`src/rtl/ict_pkg.sv`:
```
package ict_pkg;
   typedef enum logic [1:0] {
      SEL_INIT  = 2'd0,
      SEL_DIV   = 2'd1,
      SEL_ENTRY = 2'd2,
      SEL_CURR  = 2'd3
   } reg_sel_e;

   localparam int REG_W        = 32;
   localparam int SHIFT_W      = 3;
   localparam int VEC_W        = 8;
   localparam int PERIODIC_BIT = 17;
   localparam int MASK_BIT     = 16;

   // divide field: bits 3,1,0 of the register form a 3-bit index
   function automatic logic [SHIFT_W-1:0] div_index(input logic [3:0] raw);
      return {raw[3], raw[1:0]};
   endfunction

   function automatic logic [3:0] div_raw(input logic [SHIFT_W-1:0] idx);
      return {idx[2], 1'b0, idx[1:0]};
   endfunction
endpackage

```
`src/rtl/ict_prescaler.sv`:
```
module ict_prescaler #(
   parameter int SW = 3
) (
   input  logic          clk,
   input  logic          rst_n,
   input  logic          restart,
   input  logic [SW-1:0] div_idx,
   output logic          tick
);
   localparam int CW = (1 << SW) - 1;

   if (SW < 1 || SW > 4) begin : g_bad_sw
      $error("ict_prescaler: SW out of range");
   end

   logic [SW-1:0] shift_q;
   logic [CW-1:0] cnt_q;
   logic [CW-1:0] limit;

   // limit has shift_q low bits set: period is 2**shift_q clocks
   for (genvar i = 0; i < CW; i++) begin : g_lim
      assign limit[i] = (SW'(i) < shift_q);
   end

   assign tick = (cnt_q == limit);

   always_ff @(posedge clk or negedge rst_n) begin
      if (!rst_n) begin
         cnt_q   <= '0;
         shift_q <= SW'(1);
      end else if (restart || tick) begin
         cnt_q   <= '0;
         shift_q <= div_idx + SW'(1);
      end else begin
         cnt_q   <= cnt_q + 1'b1;
      end
   end

   // with a nonzero shift two ticks are never adjacent
   a_r3_tick_gap : assert property (@(posedge clk) disable iff (!rst_n)
      tick |=> (shift_q == '0 || !tick));
endmodule

```
`src/rtl/ict_counter.sv`:
```
module ict_counter #(
   parameter int COUNT_W = 32
) (
   input  logic               clk,
   input  logic               rst_n,
   input  logic               load,
   input  logic [COUNT_W-1:0] load_val,
   input  logic [COUNT_W-1:0] reload_val,
   input  logic               tick,
   input  logic               periodic,
   output logic [COUNT_W-1:0] count,
   output logic               expire
);
   logic [COUNT_W-1:0] cnt_q;
   logic               armed_q;

   assign count  = cnt_q;
   assign expire = tick && armed_q && (cnt_q == '0) && !load;

   always_ff @(posedge clk or negedge rst_n) begin
      if (!rst_n) begin
         cnt_q   <= '0;
         armed_q <= 1'b0;
      end else if (load) begin
         cnt_q   <= load_val;
         armed_q <= |load_val;
      end else if (tick && armed_q) begin
         if (cnt_q == '0) begin
            if (periodic) cnt_q   <= reload_val;
            else          armed_q <= 1'b0;
         end else begin
            cnt_q <= cnt_q - 1'b1;
         end
      end
   end

   a_r5_load_value : assert property (@(posedge clk) disable iff (!rst_n)
      load |=> (cnt_q == $past(load_val)));

   a_r6_periodic_reload : assert property (@(posedge clk) disable iff (!rst_n)
      (expire && periodic) |=> (cnt_q == $past(reload_val)));

   a_r7_halted_holds : assert property (@(posedge clk) disable iff (!rst_n)
      (!armed_q && !load) |=> $stable(cnt_q));
endmodule

```
`src/rtl/ict_regs.sv`:
```
module ict_regs
   import ict_pkg::*;
#(
   parameter int COUNT_W = 32
) (
   input  logic               clk,
   input  logic               rst_n,
   input  logic               wr_en,
   input  logic [1:0]         wr_addr,
   input  logic [REG_W-1:0]   wr_data,
   input  logic [1:0]         rd_addr,
   input  logic [COUNT_W-1:0] count,
   output logic [REG_W-1:0]   rd_data,
   output logic               load,
   output logic [COUNT_W-1:0] init_q,
   output logic [SHIFT_W-1:0] div_idx,
   output logic               periodic,
   output logic               masked,
   output logic [VEC_W-1:0]   vector
);
   logic [REG_W-1:0] entry_rd;
   logic             unused_wr_bits;

   assign unused_wr_bits = ^wr_data;
   assign load = wr_en && (wr_addr == SEL_INIT);

   always_ff @(posedge clk or negedge rst_n) begin
      if (!rst_n) begin
         init_q   <= '0;
         div_idx  <= '0;
         periodic <= 1'b0;
         masked   <= 1'b1;
         vector   <= '0;
      end else if (wr_en) begin
         case (wr_addr)
            SEL_INIT:  init_q  <= wr_data[COUNT_W-1:0];
            SEL_DIV:   div_idx <= div_index(wr_data[3:0]);
            SEL_ENTRY: begin
               periodic <= wr_data[PERIODIC_BIT];
               masked   <= wr_data[MASK_BIT];
               vector   <= wr_data[VEC_W-1:0];
            end
            default: ;
         endcase
      end
   end

   always_comb begin
      entry_rd               = '0;
      entry_rd[PERIODIC_BIT] = periodic;
      entry_rd[MASK_BIT]     = masked;
      entry_rd[VEC_W-1:0]    = vector;
   end

   always_comb begin
      case (rd_addr)
         SEL_INIT:  rd_data = REG_W'(init_q);
         SEL_DIV:   rd_data = REG_W'(div_raw(div_idx));
         SEL_ENTRY: rd_data = entry_rd;
         default:   rd_data = REG_W'(count);
      endcase
   end

   a_r12_curr_write_inert : assert property (@(posedge clk) disable iff (!rst_n)
      (wr_en && wr_addr == SEL_CURR) |=>
         ($stable(init_q) && $stable(div_idx) && $stable(periodic) &&
          $stable(masked) && $stable(vector)));
endmodule

```
`src/rtl/irq_countdown_timer.sv`:
```
module irq_countdown_timer
   import ict_pkg::*;
#(
   parameter int COUNT_W = 32
) (
   input  logic        clk,
   input  logic        rst_n,
   input  logic        wr_en,
   input  logic [1:0]  wr_addr,
   input  logic [31:0] wr_data,
   input  logic [1:0]  rd_addr,
   output logic [31:0] rd_data,
   output logic        irq_valid,
   output logic [7:0]  irq_vector
);
   if (COUNT_W < 2 || COUNT_W > REG_W) begin : g_bad_width
      $error("irq_countdown_timer: COUNT_W out of range");
   end

   logic               load;
   logic [COUNT_W-1:0] init_q;
   logic [COUNT_W-1:0] count;
   logic [SHIFT_W-1:0] div_idx;
   logic               periodic;
   logic               masked;
   logic [VEC_W-1:0]   vector;
   logic               tick;
   logic               expire;

   ict_regs #(.COUNT_W(COUNT_W)) u_regs (
      .clk      (clk),
      .rst_n    (rst_n),
      .wr_en    (wr_en),
      .wr_addr  (wr_addr),
      .wr_data  (wr_data),
      .rd_addr  (rd_addr),
      .count    (count),
      .rd_data  (rd_data),
      .load     (load),
      .init_q   (init_q),
      .div_idx  (div_idx),
      .periodic (periodic),
      .masked   (masked),
      .vector   (vector)
   );

   ict_prescaler #(.SW(SHIFT_W)) u_presc (
      .clk     (clk),
      .rst_n   (rst_n),
      .restart (load),
      .div_idx (div_idx),
      .tick    (tick)
   );

   ict_counter #(.COUNT_W(COUNT_W)) u_count (
      .clk        (clk),
      .rst_n      (rst_n),
      .load       (load),
      .load_val   (wr_data[COUNT_W-1:0]),
      .reload_val (init_q),
      .tick       (tick),
      .periodic   (periodic),
      .count      (count),
      .expire     (expire)
   );

   always_ff @(posedge clk or negedge rst_n) begin
      if (!rst_n) begin
         irq_valid  <= 1'b0;
         irq_vector <= '0;
      end else begin
         irq_valid <= expire && !masked;
         if (expire) irq_vector <= vector;
      end
   end

   a_r10_single_cycle : assert property (@(posedge clk) disable iff (!rst_n)
      irq_valid |=> !irq_valid);

   a_r9_mask_blocks : assert property (@(posedge clk) disable iff (!rst_n)
      irq_valid |-> !$past(masked));

   a_r10_vector_source : assert property (@(posedge clk) disable iff (!rst_n)
      irq_valid |-> (irq_vector == $past(vector)));
endmodule

```
`config.mk`:
```
export PLATFORM = sky130hd
export DESIGN_NAME = irq_countdown_timer
export DESIGN_NICKNAME = d
export VERILOG_FILES = /design/src/rtl/ict_pkg.sv /design/src/rtl/ict_prescaler.sv /design/src/rtl/ict_counter.sv /design/src/rtl/ict_regs.sv /design/src/rtl/irq_countdown_timer.sv
export SDC_FILE = /design/constraint.sdc
export NUM_CORES = 1
export LEC_CHECK = 0
export ABC_AREA = 1
export BUFFER_PORTS_ARGS = -buffer_cell sky130_fd_sc_hd__buf_2
export CAP_MARGIN = 10
export CORE_ASPECT_RATIO = 1.4
export CORE_UTILIZATION = 53
export DETAILED_ROUTE_END_ITERATION = 16
export PLACE_DENSITY = 0.88
export SYNTH_ARGS = -nofsm -noshare
export SYNTH_HDL_FRONTEND = slang
export SYNTH_HIERARCHICAL = 1
export SYNTH_SLANG_ARGS = --single-unit
```
`constraint.sdc`:
```
create_clock -name clk -period 1.93 [get_ports clk]
set_input_delay 0.579 -clock clk [delete_from_list [all_inputs] [get_ports clk]]
set_output_delay 0.579 -clock clk [all_outputs]
set_load 0.02 [all_outputs]
```
== Word-level counts from Yosys, hierarchy flattened ==
Cells that the tools add are included.
W data, S select, Z words.
Word-level totals
  flip-flop bits (word level): 97
Operators by class
  add/sub/neg operators: 3
  magnitude comparators: 7
  eq/ne operators: 7
  muxes and demuxes: 10
  reductions and logical operators: 19
Operators by type and width (number)
  $mux W32: 4
  $pmux W32 S3: 1
  $logic_not A32 Y1: 1
  $reduce_or A32 Y1: 1
  $sub A32 B1 Y32 const B: 1
  $lt A3 B3 Y1 const A: 3
  $reduce_and A2 Y1: 4
  $add A7 B1 Y7 const B: 1
  $eq A7 B7 Y1: 1
  $mux W7: 1
  $lt A1 B3 Y1 const A: 2
  $lt A2 B3 Y1 const A: 2
  $logic_and A1 B1 Y1: 5
  $eq A2 B1 Y1 const B: 2
  $eq A2 B2 Y1 const B: 2
  $logic_not A2 Y1: 2
  $mux W1: 4
  $reduce_bool A2 Y1: 2
  $add A3 B1 Y3 const B: 1
  $ne A3 B2 Y1 const B: 1
  $reduce_and A3 Y1: 1
  $logic_not A1 Y1: 2
  $ne A2 B1 Y1 const B: 1
  $logic_or A1 B1 Y1: 1

== Longest topological paths before layout ==
  word-level depth: 6
  gate-level depth with buffers: 17
  depth with buffers taken out: 15

== Modules after synthesis ==
The synthesis kept the hierarchy.
By module, submodules not included
  ict_counter: instances 1, cells each 500, area each 2962.8 µm², sequential area each 825.8 µm²
  ict_regs: instances 1, cells each 304, area each 2220.9 µm², sequential area each 1127.3 µm²
  ict_prescaler: instances 1, cells each 87, area each 629.4 µm², sequential area each 251.5 µm²
  irq_countdown_timer: instances 1, cells each 36, area each 334.1 µm², sequential area each 225.2 µm²

== Worst setup path after synthesis ==
Ideal clock, no wire load.
  path type: input to register
  start: input port wr_addr[0]
  end: register irq_vector[0]
  data arrival time: 2.221 ns
  required time: 1.865 ns
  setup slack: -0.356 ns
  cell stages on the path: 12
  cells stage by stage: inv_1 > nand3_2 > inv_2 > buf_4 > clkbuf_1 > clkbuf_1 > clkbuf_1 > nor3_1 > buf_6 > inv_2 > nand2_1 > nand2_1
On the way
  word-level cells in the longest chain between the ends: 4
Ends and longest elaborated chain
  from (decl): RTL line irq_countdown_timer.sv:9  | input logic [1:0] wr_addr,
  $logic_not A2 Y1: RTL line ict_regs.sv:25  | assign load = wr_en && (wr_addr == SEL_INIT);
  $logic_and A1 B1 Y1: RTL line ict_regs.sv:25
  named net load: RTL line irq_countdown_timer.sv:20  | logic load;
  $logic_not A1 Y1: RTL line ict_counter.sv:18  | assign expire = tick && armed_q && (cnt_q == '0) && !load;
  $logic_and A1 B1 Y1: RTL line ict_counter.sv:18
  named net expire: RTL line irq_countdown_timer.sv:28  | logic expire;
  to (signal assigned): RTL line irq_countdown_timer.sv:73  | if (expire) irq_vector <= vector;
  to (decl): RTL line irq_countdown_timer.sv:14  | output logic [7:0] irq_vector
The timed path passes the listed nets, and every way through them passes these cells.
A chain may end at the register's enable or synchronous reset.

== Final worst setup path ==
  start: input port rd_addr[0]
  end: output port rd_data[3]
On the way
  word-level cells in the longest chain between the ends: 2
  elaborated cells between the ends (all ways): 4
  classes of those cells: eq/ne: 2; mux: 1; reduce/logical: 1
Ends and longest elaborated chain
  from (decl): RTL line irq_countdown_timer.sv:11  | input logic [1:0] rd_addr,
  $eq A2 B2 Y1, or another cell as far along: RTL line ict_regs.sv:56  | case (rd_addr)
  $pmux W32 S3 (*): RTL line ict_regs.sv:56
  to (decl): RTL line irq_countdown_timer.sv:12  | output logic [31:0] rd_data,
Every way passes the cells marked *; elsewhere a longest branch is shown, timed or not.

==> impl_metrics.csv <==
group,metric,value,unit
cts,cts-buffers-inserted,9,
yosys,syn_inst,927,
timing,slew-limit-headroom,69.6,%
timing,setup_slack,-60.0,ps
yosys,avgSynthCellArea,6.63,um^2
outcome,violations,"negative setup slack",
global_route,antenna_found_initial,0,
cts,htree_levels,3,
yosys,ys_seq_area_share,39.5,%
layout,final_cell_mix,"nand2_1, dfrtp_1, nor2_1",
critical_path,critPathCaptureType,"primary output",
timing,maxSlewViolCount,0,
floorplanning,die_x,93.0,um
timing,tightest_slew,456,ps
yosys,synth_area_leaders,"dfrtp_1, nand2_1, nand3_1",
min_path,hp-class,"in2async",
critical_path,max_stage_delay,170,ps
cts,cts-root-buf,"clkbuf_16",
critical_path,critical_path_peak_fanout,6,
detailed_routing,drc_errors,0,
detailed_routing,vias,6883,
global_route,overflow,0,
timing,fin_crit_sh,103,%
place,dpl.hpwl,12800,um
critical_path,cp.arrival,1410,ps
critical_path,cp_slowest_cell,"clkbuf_16",
global_route,grt_use_total,31.3,%
layout,drive_gt1_share,30.0,%
detailed_routing,drtAntennaViolNets,0,
global_route,grt_pass1_wl,29600,um
cts,clkTransAtPathRegs,80,ps
global_route,grt_pass1_vias,6454,
timing,setup_viol,21,
floorplanning,die_area,0.0120,mm^2
timing,fmax,0.503,GHz
floorplanning,initial_utilization,54.2,%
yosys,synth.net_count,970,
yosys,ys_seq_elements,97,
timing,final.setup.tns,-405,ps
yosys,synth_top_area_share,38.7,%
yosys,ys_types,30,
layout,nNetsFinal,1109,
detailed_routing,dr.pass1.iters,6,
power,power_density,1240,mW/mm^2
flow_run,maxCapViolations,0,
layout,synthToLayoutAreaGrowth,35.1,%
floorplanning,die_height,129,um
critical_path,path_cells,"buf_8, nor2_4, buf_12, clkbuf_16, nand2_2, nand4_1, buf_6",
place,globalplace.congestion,0.973,
detailed_routing,drt_iter0_markers,526,
cts,clk_latency,350,ps
global_route,grt_max_degree,60,
critical_path,cp.required,1350,ps
power,peakVddDrop,630,uV
timing,fin_worst_skew,12.1,ps
yosys,yosysWarnings,6,
power,p_leak,4.36,nW
cts,cts.sinks,97,
floorplanning,io-pin-count,80,
floorplanning,row_count,46,
detailed_routing,wl,19800,um
yosys,yosysTopAreaCell,"dfrtp_1",
outcome,status,"finished with violations",
floorplanning,core_area,0.0113,mm^2
timing,hold_viol,0,
detailed_routing,wl_per_cell,16.3,um
detailed_routing,drt-vias-per-instance,5.67,
yosys,syn-cell-area,0.00615,mm^2
place,portBuffers,79,
timing,whs,192,ps
cts,clk_path_buf_depth,2,
critical_path,crit_type,"in2out",
layout,n_antenna_cell,0,
timing,min_period,1990,ps
timing,rsz0062_at_grt,"yes",
layout,layout_commonest_cell,"nand2_1",
critical_path,crit_path_start_kind,"input pin",
cts,tritoncts,"done",
==> path summary, 6_finish.rpt <==
check / start / endpoint / slack, ps / depth (start not counted)
min in group clk: wr_data[13] / u_regs/init_q[13] / 450 / 3
hold / removal: rst_n / u_regs/init_q[15] / 190 / 2
setup reg to reg: u_presc/shift_q[0] / u_count/count[6] / -10 / 16
max in group asynchronous: rst_n / u_presc/shift_q[0] / 1360 / 2
setup / recovery: rd_addr[0] / rd_data[3] / -60 / 7
hold reg to reg: irq_vector[2] / irq_vector[2] / 480 / 2
==> power by group <==
part           switching (W)  total [W]  internal, W
Sequential          0.000586    0.00319      0.00260
Combinational        0.00310    0.00523      0.00213
Clock               0.000813    0.00186      0.00105
==> flip-flops by register name, indices dropped and copies added (netlist names) <==
register / flops
irq_valid: 1
irq_vector: 8
u_count/armed_q: 1
u_count/count: 32
u_presc/cnt_q: 7
u_presc/shift_q: 3
u_regs/div_idx: 3
u_regs/init_q: 32
u_regs/masked: 1
u_regs/periodic: 1
u_regs/vector: 8
==> cells by family (layout without fill, tap and decap cells) <==
group                      Yosys count  in the layout  share of synthesized area [%]
and+or+nand+nor                    642            644                           43.4
buffers and inverters              102            244                           7.75
DFF                                 97             97                           39.5
AOI/OAI and AO/OA                   64             64                           5.90
xor gates and xnor gates            18             18                           2.56
adders and majority gates            4              4                          0.814
==> metal layers <==
| metal | share of wire (%) | GRT usage, % | vias to the layer above |
|---|---|---|---|
| met1 | 36 | 36.8 | 3156 |
| met2 | 50 | 54.1 | 412 |
| met3 | 8.4 | 4.64 | 122 |
| met5 | 0 | 0 | - |
| met4 | 6.1 | 18.1 | 0 |
| li1 | - | - | 3193 |
==> cell type report <==
type / count / area, um^2
inverters: 70 / 273
flip-flops and latches: 97 / 2430
multi-input cells: 730 / 3710
repair buffers: 158 / 1400
well taps: 144 / 180
clock buffers: 11 / 243
clock inverters: 5 / 65.1
fillers: 820 / 3030
==> critical path: cells and delay by family <==
kind / cells / cell delay (ps)
buf+inv: 4 / 570
simple gates: 3 / 250
==> metrics by stage <==
stage / cells / total power [W] / utilization, % / cell area (um^2) / setup slack (ps)
after floorplan: 927 / 0.00588 / - / 6180 / 19.8
after global placement: 1190 / 0.00732 / 63.0 / 7140 / -39.5
after detailed placement: 1190 / 0.00745 / 63.0 / 7140 / -88.9
after CTS: 1208 / 0.00948 / 66.6 / 7560 / 0.351
after global routing: 1215 / 0.0109 / 73.3 / 8310 / -124
final: 1215 / 0.0103 / 73.3 / 8310 / -60.0
==> timing repair <==
action,CTS,global route
setup endpoints to repair,62,73
pin swaps,4,44
hold buffers,0,0
cloned,1,5
gates resized for setup,33,204
setup buffers,1,2
==> cells in the mapped netlist, drive strengths merged <==
library cell  number
or2                2
o21ai             38
buf               26
clkbuf             6
ha                 4
a21oi              9
nand2            420
a21boi            16
a21o               1
xor2              12
dfstp              2
xnor2              6
inv               70
dfrtp             95
nand4             11
nand3b             5
nor4               8
nor3               4
nor2             109
nand3             83
No activity file was read; power rests on OpenSTA's default activity.
